===== config.mk =====
export PLATFORM = sky130hd
export DESIGN_NAME = hctl_mailbox
export DESIGN_NICKNAME = d
export VERILOG_FILES = /design/src/rtl/hctl_pkg.sv /design/src/rtl/hctl_hi_lane.sv /design/src/rtl/hctl_lo_lane.sv /design/src/rtl/hctl_flag_track.sv /design/src/rtl/hctl_mailbox.sv
export SDC_FILE = /design/constraint.sdc
export NUM_CORES = 1
export LEC_CHECK = 0
export BUFFER_PORTS_ARGS = -buffer_cell sky130_fd_sc_hd__buf_2
export CORE_UTILIZATION = 41
export CTS_BUF_LIST = sky130_fd_sc_hd__clkbuf_4 sky130_fd_sc_hd__clkbuf_8
export DETAILED_ROUTE_END_ITERATION = 12
export PLACE_DENSITY_LB_ADDON = 0.05
export SLEW_MARGIN = 20
export SYNTH_ARGS = -nofsm -noshare
export SYNTH_HDL_FRONTEND = slang
export SYNTH_SLANG_ARGS = --single-unit

===== constraint.sdc =====
create_clock -name clk -period 1.6 [get_ports clk]
set_input_delay 0.16 -clock clk [delete_from_list [all_inputs] [get_ports clk]]
set_output_delay 0.16 -clock clk [all_outputs]
set_load 0.05 [all_outputs]

===== src/rtl/hctl_pkg.sv =====
package hctl_pkg;

   typedef enum logic {
      SIDE_LOCAL = 1'b0,
      SIDE_HOST  = 1'b1
   } side_e;

   localparam int LANE_BITS = 8;

   // A flag the writer may only raise: a 1 sets it, a 0 leaves it.
   function automatic logic raise_only(input logic cur, input logic din);
      return cur | din;
   endfunction

   // A flag the writer may only drop: a 0 clears it, a 1 leaves it.
   function automatic logic drop_only(input logic cur, input logic din);
      return cur & din;
   endfunction

endpackage


===== src/rtl/hctl_hi_lane.sv =====
module hctl_hi_lane
   import hctl_pkg::*;
#(
   parameter int HALT_OFS = 7,
   parameter int NMI_OFS  = 0,
   parameter int NMI_REG  = 1
) (
   input  logic                 clk,
   input  logic                 rst_n,
   input  logic                 lane_wr,
   input  side_e                side,
   input  logic [LANE_BITS-1:0] din,
   output logic                 halt_o,
   output logic                 stop_o,
   output logic                 nmi_o,
   output logic [LANE_BITS-1:0] byte_o
);

   localparam logic [LANE_BITS-1:0] USED_MASK =
      LANE_BITS'((1 << HALT_OFS) | (1 << NMI_OFS));

   logic halt_q;
   logic nmi_req;
   logic unused_hi_bits;

   assign unused_hi_bits = ^(din & ~USED_MASK);

   always_ff @(posedge clk or negedge rst_n) begin
      if (!rst_n)       halt_q <= 1'b0;
      else if (lane_wr) halt_q <= din[HALT_OFS];
   end

   assign nmi_req = lane_wr & din[NMI_OFS];

   generate
      if (NMI_REG != 0) begin : g_nmi_reg
         logic nmi_q;
         always_ff @(posedge clk or negedge rst_n) begin
            if (!rst_n) nmi_q <= 1'b0;
            else        nmi_q <= nmi_req;
         end
         assign nmi_o = nmi_q;
      end else begin : g_nmi_comb
         assign nmi_o = nmi_req;
      end
   endgenerate

   // Local processor halting itself must stop at once: no register here.
   assign stop_o = lane_wr & din[HALT_OFS] & (side == SIDE_LOCAL);
   assign halt_o = halt_q;

   always_comb begin
      byte_o           = '0;
      byte_o[HALT_OFS] = halt_q;
   end

endmodule


===== src/rtl/hctl_lo_lane.sv =====
module hctl_lo_lane
   import hctl_pkg::*;
#(
   parameter int MSG_W = 3
) (
   input  logic                 clk,
   input  logic                 rst_n,
   input  logic                 lane_wr,
   input  side_e                side,
   input  logic [LANE_BITS-1:0] din,
   output logic [LANE_BITS-1:0] byte_o,
   output logic                 to_host_cur,
   output logic                 to_host_nxt,
   output logic                 to_loc_cur,
   output logic                 to_loc_nxt
);

   localparam int HMSG_LO  = 0;
   localparam int TOLOC_AT = MSG_W;
   localparam int LMSG_LO  = MSG_W + 1;
   localparam int TOHST_AT = 2 * MSG_W + 1;

   logic [MSG_W-1:0] hmsg_q, hmsg_n;
   logic [MSG_W-1:0] lmsg_q, lmsg_n;
   logic             tohst_q, tohst_n;
   logic             toloc_q, toloc_n;

   always_comb begin
      hmsg_n  = hmsg_q;
      lmsg_n  = lmsg_q;
      tohst_n = tohst_q;
      toloc_n = toloc_q;
      if (lane_wr) begin
         if (side == SIDE_HOST) begin
            hmsg_n  = din[HMSG_LO +: MSG_W];
            toloc_n = raise_only(toloc_q, din[TOLOC_AT]);
            tohst_n = drop_only(tohst_q, din[TOHST_AT]);
         end else begin
            lmsg_n  = din[LMSG_LO +: MSG_W];
            tohst_n = raise_only(tohst_q, din[TOHST_AT]);
            toloc_n = drop_only(toloc_q, din[TOLOC_AT]);
         end
      end
   end

   always_ff @(posedge clk or negedge rst_n) begin
      if (!rst_n) begin
         hmsg_q  <= '0;
         lmsg_q  <= '0;
         tohst_q <= 1'b0;
         toloc_q <= 1'b0;
      end else begin
         hmsg_q  <= hmsg_n;
         lmsg_q  <= lmsg_n;
         tohst_q <= tohst_n;
         toloc_q <= toloc_n;
      end
   end

   always_comb begin
      byte_o                      = '0;
      byte_o[HMSG_LO +: MSG_W]    = hmsg_q;
      byte_o[TOLOC_AT]            = toloc_q;
      byte_o[LMSG_LO +: MSG_W]    = lmsg_q;
      byte_o[TOHST_AT]            = tohst_q;
   end

   assign to_host_cur = tohst_q;
   assign to_host_nxt = tohst_n;
   assign to_loc_cur  = toloc_q;
   assign to_loc_nxt  = toloc_n;

endmodule


===== src/rtl/hctl_flag_track.sv =====
module hctl_flag_track (
   input  logic clk,
   input  logic rst_n,
   input  logic cur,
   input  logic nxt,
   output logic line_o
);

   logic line_q;

   // Driven by transitions of the stored flag, not by its level.
   always_ff @(posedge clk or negedge rst_n) begin
      if (!rst_n)             line_q <= 1'b0;
      else if (!cur && nxt)   line_q <= 1'b1;
      else if (cur && !nxt)   line_q <= 1'b0;
   end

   assign line_o = line_q;

endmodule


===== src/rtl/hctl_mailbox.sv =====
module hctl_mailbox
   import hctl_pkg::*;
#(
   parameter int DATA_W   = 16,
   parameter int HALT_BIT = 15,
   parameter int NMI_BIT  = 8,
   parameter int MSG_W    = 3,
   parameter int NMI_REG  = 1
) (
   input  logic                       clk,
   input  logic                       rst_n,
   input  logic                       wr_en,
   input  logic                       wr_host,
   input  logic [DATA_W/LANE_BITS-1:0] wr_be,
   input  logic [DATA_W-1:0]          wr_data,
   output logic [DATA_W-1:0]          rd_data,
   output logic                       halt_o,
   output logic                       stop_now_o,
   output logic                       nmi_o,
   output logic                       host_irq_o,
   output logic                       host_int_pend_o
);

   localparam int LANES    = DATA_W / LANE_BITS;
   localparam int HI_LANE  = LANES - 1;
   localparam int HALT_OFS = HALT_BIT - HI_LANE * LANE_BITS;
   localparam int NMI_OFS  = NMI_BIT - HI_LANE * LANE_BITS;
   localparam int FLAGS    = 2;

   side_e                 side;
   logic [LANES-1:0]      lane_wr;
   logic [LANE_BITS-1:0]  lane_q [LANES];
   logic [FLAGS-1:0]      flag_cur, flag_nxt, flag_line;

   assign side = wr_host ? SIDE_HOST : SIDE_LOCAL;

   generate
      for (genvar i = 0; i < LANES; i++) begin : g_lane
         assign lane_wr[i] = wr_en & wr_be[i];
         assign rd_data[i*LANE_BITS +: LANE_BITS] = lane_q[i];
      end
   endgenerate

   hctl_lo_lane #(
      .MSG_W (MSG_W)
   ) u_lo (
      .clk         (clk),
      .rst_n       (rst_n),
      .lane_wr     (lane_wr[0]),
      .side        (side),
      .din         (wr_data[LANE_BITS-1:0]),
      .byte_o      (lane_q[0]),
      .to_host_cur (flag_cur[0]),
      .to_host_nxt (flag_nxt[0]),
      .to_loc_cur  (flag_cur[1]),
      .to_loc_nxt  (flag_nxt[1])
   );

   hctl_hi_lane #(
      .HALT_OFS (HALT_OFS),
      .NMI_OFS  (NMI_OFS),
      .NMI_REG  (NMI_REG)
   ) u_hi (
      .clk     (clk),
      .rst_n   (rst_n),
      .lane_wr (lane_wr[HI_LANE]),
      .side    (side),
      .din     (wr_data[HI_LANE*LANE_BITS +: LANE_BITS]),
      .halt_o  (halt_o),
      .stop_o  (stop_now_o),
      .nmi_o   (nmi_o),
      .byte_o  (lane_q[HI_LANE])
   );

   generate
      for (genvar f = 0; f < FLAGS; f++) begin : g_flag
         hctl_flag_track u_trk (
            .clk    (clk),
            .rst_n  (rst_n),
            .cur    (flag_cur[f]),
            .nxt    (flag_nxt[f]),
            .line_o (flag_line[f])
         );
      end
   endgenerate

   assign host_irq_o      = flag_line[0];
   assign host_int_pend_o = flag_line[1];

endmodule


==> impl_metrics.csv, run 1 <==
group,metric,value,unit
power_and_ir_drop,p_sw_share,40.8,%
routing,route.detailed.drc,0,
routing,drt-vias-per-instance,4.75,
hold_path,hp-start,"wr_data[0]",
worst_setup_path,path_max_fanout,4,
synth,syn_area,608,µm²
worst_setup_path,r2r_start,"u_lo.to_loc_cur$_DFF_PN0_",
hold_path,min_path_cells,2,
clock_network,cts_buffer_depth,2,
run_status,status,"finished, final reports clean",
clock_network,cts_setup_buffers,0,
worst_setup_path,cp-start-kind,"register",
power_and_ir_drop,power_leakage,0.409,nW
worst_setup_path,timing.reg2reg.setup_slack,0.22,ns
sta,period_share,86.4,%
synth,synthDistinctLibCells,17,
die,pin_count,43,
routing,vias,451,
power_and_ir_drop,ir_drop,0.000651,V
layout,fillCellCount,120,
place,dp_hpwl,813,µm
sta,setup_viol,0,
clock_network,cts_root_buf,"clkbuf_4",
routing,drt-total-wl,1.03,mm
place,gp_congestion,0.616,
clock_network,insertion_delay,0.27,ns
power_and_ir_drop,power_frac_comb,37.9,%
layout,area_growth,25.9,%
layout,antenna-diode-count,0,
sta,clock.fmax,723,MHz
worst_setup_path,cp.required,1.76,ns
sta,slew_viol_final,0,
clock_network,cts_tree,"yes",
worst_setup_path,reg2reg_to,"g_flag[1].u_trk.line_o$_DFFE_PN0P_",
die,rows,13,
sta,rsz0062_at_grt,"no",
layout,drive_above_1_share,55.0,%
global_routing,grt_overflow,0,
layout,final_nets,105,
global_routing,track_usage,15.0,%
sta,fin_skew,0.000591,ns
power_and_ir_drop,seqPwrFrac,37.7,%
synth,postSynthAreaPerCell,12.2,µm²
sta,fin_tns_setup,0,ns
global_routing,grt_pass1_vias,373,
routing,drtIter0Drc,2,
power_and_ir_drop,powerDensity,1280,nW/µm²
worst_setup_path,r2r_cells,4,
layout,final-seq-area,300,µm²
die,die_x,40.5,µm
clock_network,cts.sinks,12,
routing,firstDrtPassIters,2,
synth,yosys_warnings,0,
power_and_ir_drop,switchingPower,0.402,mW
sta,finalHoldViolCount,0,
power_and_ir_drop,p_int,0.582,mW
global_routing,antenna_found_initial,0,
sta,fin_ws,0.217,ns
die,die-area,1640,µm²
worst_setup_path,worstSetupPathType,"reg2reg",
clock_network,numCtsBuffers,3,
synth,synth_cells,50,
die,initial_core_util,45.6,%
routing,ant_nets,0,
routing,avgRoutedWirePerCell,10.8,µm
power_and_ir_drop,power.clock.fraction,24.4,%
run,cap_violations,0,
worst_setup_path,cp-end-kind,"register",
die,die_y,40.5,µm
clock_network,clkTransAtPathRegs,0.08,ns
global_routing,grt_max_degree,13,
place,place_worst_setup_slack,0.173,ns
global_routing,grt_pass1_wl,1.57,mm
synth,synth.ff_latch_count,12,
die,core,1330,µm²
hold_path,holdPathEnd,"u_lo.hmsg_q[0]$_DFFE_PN0P_",
synth,yosysSeqAreaShare,49.4,%
hold_path,hold_path.class,"in2reg",
worst_setup_path,arrival,1.54,ns
place,port_buffers,29,
clock_network,cts-resized-gates,0,
clock_network,cts_max_level,1,
sta,min_period,1.38,ns
layout,multi_input_area,248,µm²
layer usage:
layer | vias to the layer above | global-route usage, % | share of wire, %
li1 | 222 | - | -
met1 | 203 | 21.1 | 45
met2 | 24 | 20.2 | 45
met3 | 2 | 5.00 | 8.7
met4 | 0 | 7.50 | 0.97
met5 | - | 0 | 0
sequential cells by signal, indices dropped and copies added, names as in the netlist:
register / flops
u_hi.nmi_o: 1
u_hi.halt_o: 1
u_lo.to_host_cur: 1
g_flag.u_trk.line_o: 2
u_lo.lmsg_q: 3
u_lo.hmsg_q: 3
u_lo.to_loc_cur: 1
how the worst max path moves through the flow:
stage / start / cells past startpoint / endpoint / slack (ns)
after floorplan: wr_en / 2 / stop_now_o / 0.05
after global placement: wr_host / 5 / g_flag[1].u_trk.line_o$_DFFE_PN0P_ / 0.17
after detailed placement: wr_host / 5 / g_flag[1].u_trk.line_o$_DFFE_PN0P_ / 0.17
after CTS: u_lo.to_loc_cur$_DFF_PN0_ / 4 / g_flag[1].u_trk.line_o$_DFFE_PN0P_ / 0.21
after global routing: u_lo.to_loc_cur$_DFF_PN0_ / 4 / g_flag[1].u_trk.line_o$_DFFE_PN0P_ / 0.13
final: u_lo.to_loc_cur$_DFF_PN0_ / 4 / g_flag[1].u_trk.line_o$_DFFE_PN0P_ / 0.22
cells in the final DEF (no fill, tap or decap), types with 2 or more instances in the layout:
master / count
a211oi_1: 2
a31oi_1: 2
buf_2: 29
clkbuf_4: 3
conb_1: 7
dfrtp_1: 12
ha_1: 2
inv_1: 2
mux2_2: 9
nor3_1: 2
final cells by class:
type | count | share of cell area [%]
Sequential cell | 12 | 39.2
Clock buffer | 4 | 4.74
Multi-Input combinational cell | 32 | 32.4
Timing Repair Buffer | 30 | 20.3
Inverter | 2 | 0.980
Tap cell | 15 | 2.45
per-stage QoR:
step	std cells	total power, mW	utilization, %	hold slack [ns]	instance area (µm²)
after floorplan	56	0.682	-	-0.136	631
final	95	0.984	57.4	0.119	766
after global placement	90	0.747	53.9	0.0551	719
after global routing	95	1.04	57.4	0.109	766
after detailed placement	90	0.750	53.9	0.0554	719
after CTS	95	0.997	57.4	0.109	766
power groups by stage:
| stage | registers, mW | logic, mW | clock network, mW |
|---|---|---|---|
| 2_1_floorplan | 0.531 | 0.151 | 0 |
| 3_3_place_gp | 0.376 | 0.371 | 0 |
| 3_5_place_dp | 0.377 | 0.373 | 0 |
| 4_1_cts | 0.371 | 0.375 | 0.251 |
| 5_1_grt | 0.380 | 0.396 | 0.263 |
| 6_report | 0.371 | 0.373 | 0.240 |
critical path, cell delays in order, from the launching register on:
cell and delay, ns:
dfrtp_1 0.41, a31oi_1 0.19, nor3_1 0.07, ha_1 0.28
mux2_2 0.32
Yosys cell counts:
master / number / area share, %
a31oi_1: 2 / 2.1
inv_1: 2 / 1.2
nand3b_1: 1 / 1.2
conb_1: 1 / 0.62
mux2_2: 9 / 17
nor3_1: 2 / 1.6
nor3b_1: 1 / 1.2
a211oi_1: 2 / 2.5
and4bb_2: 1 / 2.1
nand2_1: 1 / 0.62
nand3_1: 1 / 0.82
ha_1: 2 / 4.1
nor2_1: 1 / 0.62
buf_4: 10 / 12
and4b_1: 1 / 1.6
and3_2: 1 / 1.2
dfrtp_1: 12 / 49
cells by family after synthesis:
group	after synthesis	share of synthesized area (%)
buf+inv	12	13.6
flops	12	49.4
simple gates	10	11.1
mux	9	16.7
compound gates	4	4.53
fa+ha+maj	2	4.11
other cells	1	0.617
what timing repair did:
action	CTS	global route
hold buffers	1	0
hold endpoints to repair	12	0
endpoints found under the setup margin	0	0
Power figures use the tool's default switching activity.
==> inputs of run 2 (changes only) <==
--- a/config.mk
+++ b/config.mk
@@ -9,7 +9,7 @@
 export CORE_UTILIZATION = 41
 export CTS_BUF_LIST = sky130_fd_sc_hd__clkbuf_4 sky130_fd_sc_hd__clkbuf_8
 export DETAILED_ROUTE_END_ITERATION = 12
-export PLACE_DENSITY_LB_ADDON = 0.05
+export PLACE_DENSITY_LB_ADDON = 0.08
 export SLEW_MARGIN = 20
 export SYNTH_ARGS = -nofsm -noshare
 export SYNTH_HDL_FRONTEND = slang
==> run 2 against run 1 <==
Net effect: power hardly changed; register-to-register slack hardly changed; sequential share of layout area stayed put; largest power group unchanged.
==> impl_metrics.csv, run 2 (synthesis results as in run 1) <==
group,metric,value,unit
layout,fillCellCount,128,
sta,min_period,1.38,ns
sta,fin_tns_setup,0,ns
power_and_ir_drop,switchingPower,0.403,mW
worst_setup_path,arrival,1.53,ns
worst_setup_path,critPathSlowestCell,"dfrtp_1",
power_and_ir_drop,seqPwrFrac,37.6,%
die,initial_core_util,45.6,%
layout,layout_common_cells,"buf_2 (29), dfrtp_1 (12), mux2_2 (9)",
sta,setup_viol,0,
power_and_ir_drop,p_sw_share,40.9,%
die,pin_count,43,
routing,drt-vias-per-instance,4.83,
layout,antenna-diode-count,0,
run_status,status,"finished, final reports clean",
worst_setup_path,cpPeakStageDelay,0.40,ns
clock_network,cts-resized-gates,0,
worst_setup_path,crit_chain,"a31oi_1 -> a211oi_1 -> ha_1 -> mux2_2",
die,die_y,40.5,µm
global_routing,track_usage,14.6,%
power_and_ir_drop,ir_drop,0.000613,V
place,gp_congestion,0.672,
place,dp_hpwl,838,µm
worst_setup_path,cp-start-kind,"register",
worst_setup_path,worstSetupPathType,"reg2reg",
routing,drt-total-wl,1.06,mm
sta,slew_viol_final,0,
die,core,1330,µm²
layout,drive_above_1_share,55.0,%
worst_setup_path,cp.required,1.76,ns
hold_path,hold_path.class,"in2reg",
layout,finish.utilization,57.4,%
clock_network,cts_max_level,1,
place,port_buffers,29,
clock_network,cts_tree,"yes",
global_routing,grt_max_degree,13,
clock_network,numCtsBuffers,3,
routing,vias,459,
worst_setup_path,cp-end-kind,"register",
power_and_ir_drop,powerDensity,1290,nW/µm²
layout,stdcell_area,766,µm²
routing,route.detailed.drc,0,
die,rows,13,
layout,mostFrequentLayoutCell,"buf_2",
global_routing,grt_pass1_wl,1.57,mm
routing,avgRoutedWirePerCell,11.1,µm
global_routing,antenna_found_initial,0,
clock_network,cts_root_buf,"clkbuf_4",
sta,fin_skew,0.000266,ns
global_routing,grt_pass1_vias,393,
place,placed_area,719,µm²
sta,clock.fmax,726,MHz
clock_network,cts_buffer_depth,2,
layout,area_growth,25.9,%
run,cap_violations,0,
sta,period_share,86.0,%
routing,drtIter0Drc,6,
power_and_ir_drop,power_frac_comb,37.9,%
layout,final_nets,105,
power_and_ir_drop,total_power,0.984,mW
clock_network,clkTransAtPathRegs,0.08,ns
die,die_x,40.5,µm
power_and_ir_drop,power_leakage,0.409,nW
power_and_ir_drop,power.clock.fraction,24.5,%
die,die-area,1640,µm²
routing,ant_nets,0,
clock_network,cts.sinks,12,
worst_setup_path,path_max_fanout,3,
global_routing,grt_overflow,0,
routing,firstDrtPassIters,4,
clock_network,insertion_delay,0.27,ns
sta,finalHoldViolCount,0,
sta,rsz0062_at_grt,"no",
power_and_ir_drop,p_int,0.582,mW
-- run 2: cell counts in the layout (fill, tap and decap cells not counted) --
Identical to the previous run, type by type.
-- run 2: timing repair --
action / 4_1_cts / 5_1_grt
hold endpoints to repair: 12 / 0
hold buffers: 1 / 0
buffers inserted: 0 / 0
endpoints found under the setup margin: 0 / 0
-- run 2: final timing paths --
path / startpoint / endpoint / slack [ns] / cells past startpoint
min in group asynchronous: rst_n / u_lo.lmsg_q[2]$_DFFE_PN0P_ / 0.30 / 2
hold reg to reg: g_flag[0].u_trk.line_o$_DFFE_PN0P_ / g_flag[0].u_trk.line_o$_DFFE_PN0P_ / 0.50 / 1
setup / recovery: u_lo.to_host_cur$_DFF_PN0_ / g_flag[0].u_trk.line_o$_DFFE_PN0P_ / 0.22 / 4
hold / removal: wr_data[6] / u_lo.lmsg_q[2]$_DFFE_PN0P_ / 0.12 / 2
setup reg to reg: u_lo.to_host_cur$_DFF_PN0_ / g_flag[0].u_trk.line_o$_DFFE_PN0P_ / 0.22 / 4
max in group asynchronous: rst_n / g_flag[0].u_trk.line_o$_DFFE_PN0P_ / 1.08 / 2
-- run 2: layer usage --
layer / vias to the layer above / wire length, µm / GRT usage [%]
met3: 0 / 66 / 5.00
met5: - / 0 / 0
met2: 21 / 503 / 23.8
met1: 216 / 485 / 17.7
met4: 0 / 0 / 5.00
li1: 222 / - / -
-- run 2: final cells by class --
type / instances / area, µm² / share of cell area [%]
inverters: 2 / 7.51 / 0.980
multi-input cells: 32 / 248 / 32.4
well taps: 15 / 18.8 / 2.45
flip-flops and latches: 12 / 300 / 39.2
clock buffers: 4 / 36.3 / 4.74
repair buffers: 30 / 155 / 20.3
-- run 2: stage by stage --
stage / cells / worst slack [ns] / hold slack, ns
after floorplan: 56 / 0.0538 / -0.136
after global placement: 90 / 0.181 / 0.0545
after detailed placement: 90 / 0.174 / 0.0606
after CTS: 95 / 0.220 / 0.111
after global routing: 95 / 0.171 / 0.110
final: 95 / 0.223 / 0.116
-- run 2: critical path, delay by kind of cell (launching register included) --
family / cells / cell delay [ns]
fa+ha+maj: 1 / 0.29
flops: 1 / 0.40
mux: 1 / 0.32
compound gates: 2 / 0.26
-- run 2: power by group through the flow --
stage,combinational (mW),clock [mW],sequential (mW)
6_report,0.373,0.241,0.371
5_1_grt,0.393,0.260,0.379
4_1_cts,0.376,0.249,0.372
3_5_place_dp,0.374,0,0.378
3_3_place_gp,0.370,0,0.377
2_1_floorplan,0.151,0,0.531
==> inputs of run 3 (changes only) <==
--- a/config.mk
+++ b/config.mk
@@ -6,7 +6,9 @@
 export NUM_CORES = 1
 export LEC_CHECK = 0
 export BUFFER_PORTS_ARGS = -buffer_cell sky130_fd_sc_hd__buf_2
-export CORE_UTILIZATION = 41
+export CELL_PAD_IN_SITES_DETAIL_PLACEMENT = 0
+export CELL_PAD_IN_SITES_GLOBAL_PLACEMENT = 2
+export CORE_UTILIZATION = 23
 export CTS_BUF_LIST = sky130_fd_sc_hd__clkbuf_4 sky130_fd_sc_hd__clkbuf_8
 export DETAILED_ROUTE_END_ITERATION = 12
 export PLACE_DENSITY_LB_ADDON = 0.08
==> run 3 against run 2 <==
Net effect: maximum frequency shrank 0.31%; clock-buffer cell count unchanged; power decreased by 0.23%; critical path depth unchanged; final cell count grew 16%; wire length grew 9.3%; die area increased by 74%; clock skew hardly changed; design area grew 2.5%; combinational power hardly changed; highest routed layer is now met4; critical endpoint unchanged; non-clock buffer count unchanged; sequential share of layout area down 0.94 points.
==> impl_metrics.csv, run 3 (synthesis results as in run 1) <==
group,metric,value,unit
run_status,status,"finished, final reports clean",
clock_network,cts_max_level,1,
clock_network,numCtsBuffers,3,
place,dp_hpwl,906,µm
clock_network,cts_tree,"yes",
sta,fin_skew,0.000158,ns
routing,wl_met2,535,µm
power_and_ir_drop,ir_drop,0.000631,V
power_and_ir_drop,power.clock.fraction,24.2,%
power_and_ir_drop,power_leakage,0.409,nW
sta,setup_viol,0,
clock_network,insertion_delay,0.27,ns
routing,wl_met3,81,µm
die,die_y,53.4,µm
power_and_ir_drop,powerDensity,1250,nW/µm²
die,die-area,2850,µm²
worst_setup_path,crit_chain,"a31oi_1 -> a211oi_1 -> ha_1 -> mux2_2",
worst_setup_path,arrival,1.54,ns
layout,area_growth,29.0,%
worst_setup_path,cp-end-kind,"register",
layout,drive_above_1_share,55.0,%
power_and_ir_drop,switchingPower,0.401,mW
worst_setup_path,timing.reg2reg.setup_slack,0.22,ns
run,cap_violations,0,
worst_setup_path,endpoint,"g_flag[0].u_trk.line_o$_DFFE_PN0P_",
hold_path,hold_path.class,"in2reg",
routing,drt-total-wl,1.15,mm
power_and_ir_drop,p_int,0.582,mW
power_and_ir_drop,power_frac_comb,37.9,%
sta,slew_viol_final,0,
worst_setup_path,r2r_start,"u_lo.to_host_cur$_DFF_PN0_",
worst_setup_path,cpPeakStageDelay,0.40,ns
global_routing,track_usage,9.71,%
worst_setup_path,timing.critical_path.from,"u_lo.to_host_cur$_DFF_PN0_",
global_routing,grt_max_degree,13,
power_and_ir_drop,seqPwrFrac,37.9,%
layout,antenna-diode-count,0,
layout,layout_common_cells,"buf_2 (29), dfrtp_1 (12), mux2_2 (9)",
global_routing,grt_pass1_wl,1.83,mm
worst_setup_path,cp-start-kind,"register",
clock_network,cts_setup_buffers,0,
worst_setup_path,reg2reg_to,"g_flag[0].u_trk.line_o$_DFFE_PN0P_",
routing,ant_nets,0,
power_and_ir_drop,p_sw_share,40.8,%
routing,drt-vias-per-instance,4.03,
routing,vias,443,
sta,rsz0062_at_grt,"no",
routing,wl_met1,523,µm
global_routing,grt_pass1_vias,431,
clock_network,holdBufCountCts,1,
clock_network,cts.sinks,12,
die,core,2480,µm²
worst_setup_path,worstSetupPathType,"reg2reg",
sta,finalHoldViolCount,0,
worst_setup_path,path_max_fanout,3,
die,rows,18,
layout,final_nets,105,
die,pin_count,43,
die,initial_core_util,24.5,%
sta,period_share,86.3,%
clock_network,clkTransAtPathRegs,0.08,ns
worst_setup_path,cp.required,1.76,ns
sta,min_period,1.38,ns
die,die_x,53.4,µm
routing,avgRoutedWirePerCell,10.5,µm
layout,mostFrequentLayoutCell,"buf_2",
worst_setup_path,critPathSlowestCell,"dfrtp_1",
routing,topRoutingLayerUsed,"met4",
routing,route.detailed.drc,0,
clock_network,cts_root_buf,"clkbuf_4",
routing,drtIter0Drc,1,
sta,clock.fmax,724,MHz
clock_network,cts-resized-gates,0,
sta,fin_tns_setup,0,ns
global_routing,antenna_found_initial,0,
place,gp_congestion,0.616,
global_routing,grt_overflow,0,
layout,fillCellCount,281,
routing,firstDrtPassIters,3,
layout,finish.utilization,31.7,%
worst_setup_path,r2r_cells,4,
place,port_buffers,29,
clock_network,cts_buffer_depth,2,
run 3: worst min path at each step:
stage / cells past startpoint / slack, ns / to / start
6_report: 2 / 0.12 / u_lo.hmsg_q[0]$_DFFE_PN0P_ / wr_data[0]
5_1_grt: 2 / 0.11 / u_lo.lmsg_q[2]$_DFFE_PN0P_ / wr_data[6]
4_1_cts: 2 / 0.10 / u_lo.hmsg_q[0]$_DFFE_PN0P_ / wr_data[0]
3_5_place_dp: 1 / 0.07 / g_flag[0].u_trk.line_o$_DFFE_PN0P_ / rst_n
3_3_place_gp: 1 / 0.07 / g_flag[0].u_trk.line_o$_DFFE_PN0P_ / rst_n
2_1_floorplan: 0 / -0.14 / g_flag[0].u_trk.line_o$_DFFE_PN0P_ / rst_n
run 3: power groups by stage:
stage | Combinational [mW] | Clock, mW | Sequential, mW
after global routing | 0.397 | 0.264 | 0.378
after CTS | 0.376 | 0.257 | 0.372
after detailed placement | 0.374 | 0 | 0.379
after floorplan | 0.151 | 0 | 0.531
final | 0.372 | 0.238 | 0.372
after global placement | 0.375 | 0 | 0.376
run 3: area by class of cell:
cell class / instances / area, µm² / share of cell area [%]
Sequential cell: 12 / 300 / 38.3
Timing Repair Buffer: 30 / 155 / 19.8
Tap cell: 30 / 37.5 / 4.78
Inverter: 2 / 7.51 / 0.957
Multi-Input combinational cell: 32 / 248 / 31.6
Clock buffer: 4 / 36.3 / 4.63
run 3: critical path: cells and delay by family, from the launching register on:
kind	cells	cell delay, ns
flops	1	0.40
mux	1	0.33
fa+ha+maj	1	0.29
compound gates	2	0.26
run 3: routing by layer:
| metal | vias up | global-route usage [%] |
|---|---|---|
| met5 | - | 0 |
| met4 | 0 | 3.95 |
| met3 | 2 | 5.75 |
| met2 | 16 | 15.4 |
| met1 | 204 | 10.3 |
| li1 | 221 | - |
run 3: stage by stage:
step / cells / hold slack (ns) / instance area [µm²] / setup WS, ns / power, mW
floorplan: 56 / -0.136 / 631 / 0.0538 / 0.682
global placement: 105 / 0.0697 / 738 / 0.141 / 0.751
detailed placement: 105 / 0.0704 / 738 / 0.162 / 0.753
CTS: 110 / 0.102 / 785 / 0.210 / 1.01
global route: 110 / 0.108 / 785 / 0.119 / 1.04
finish: 110 / 0.119 / 785 / 0.219 / 0.982
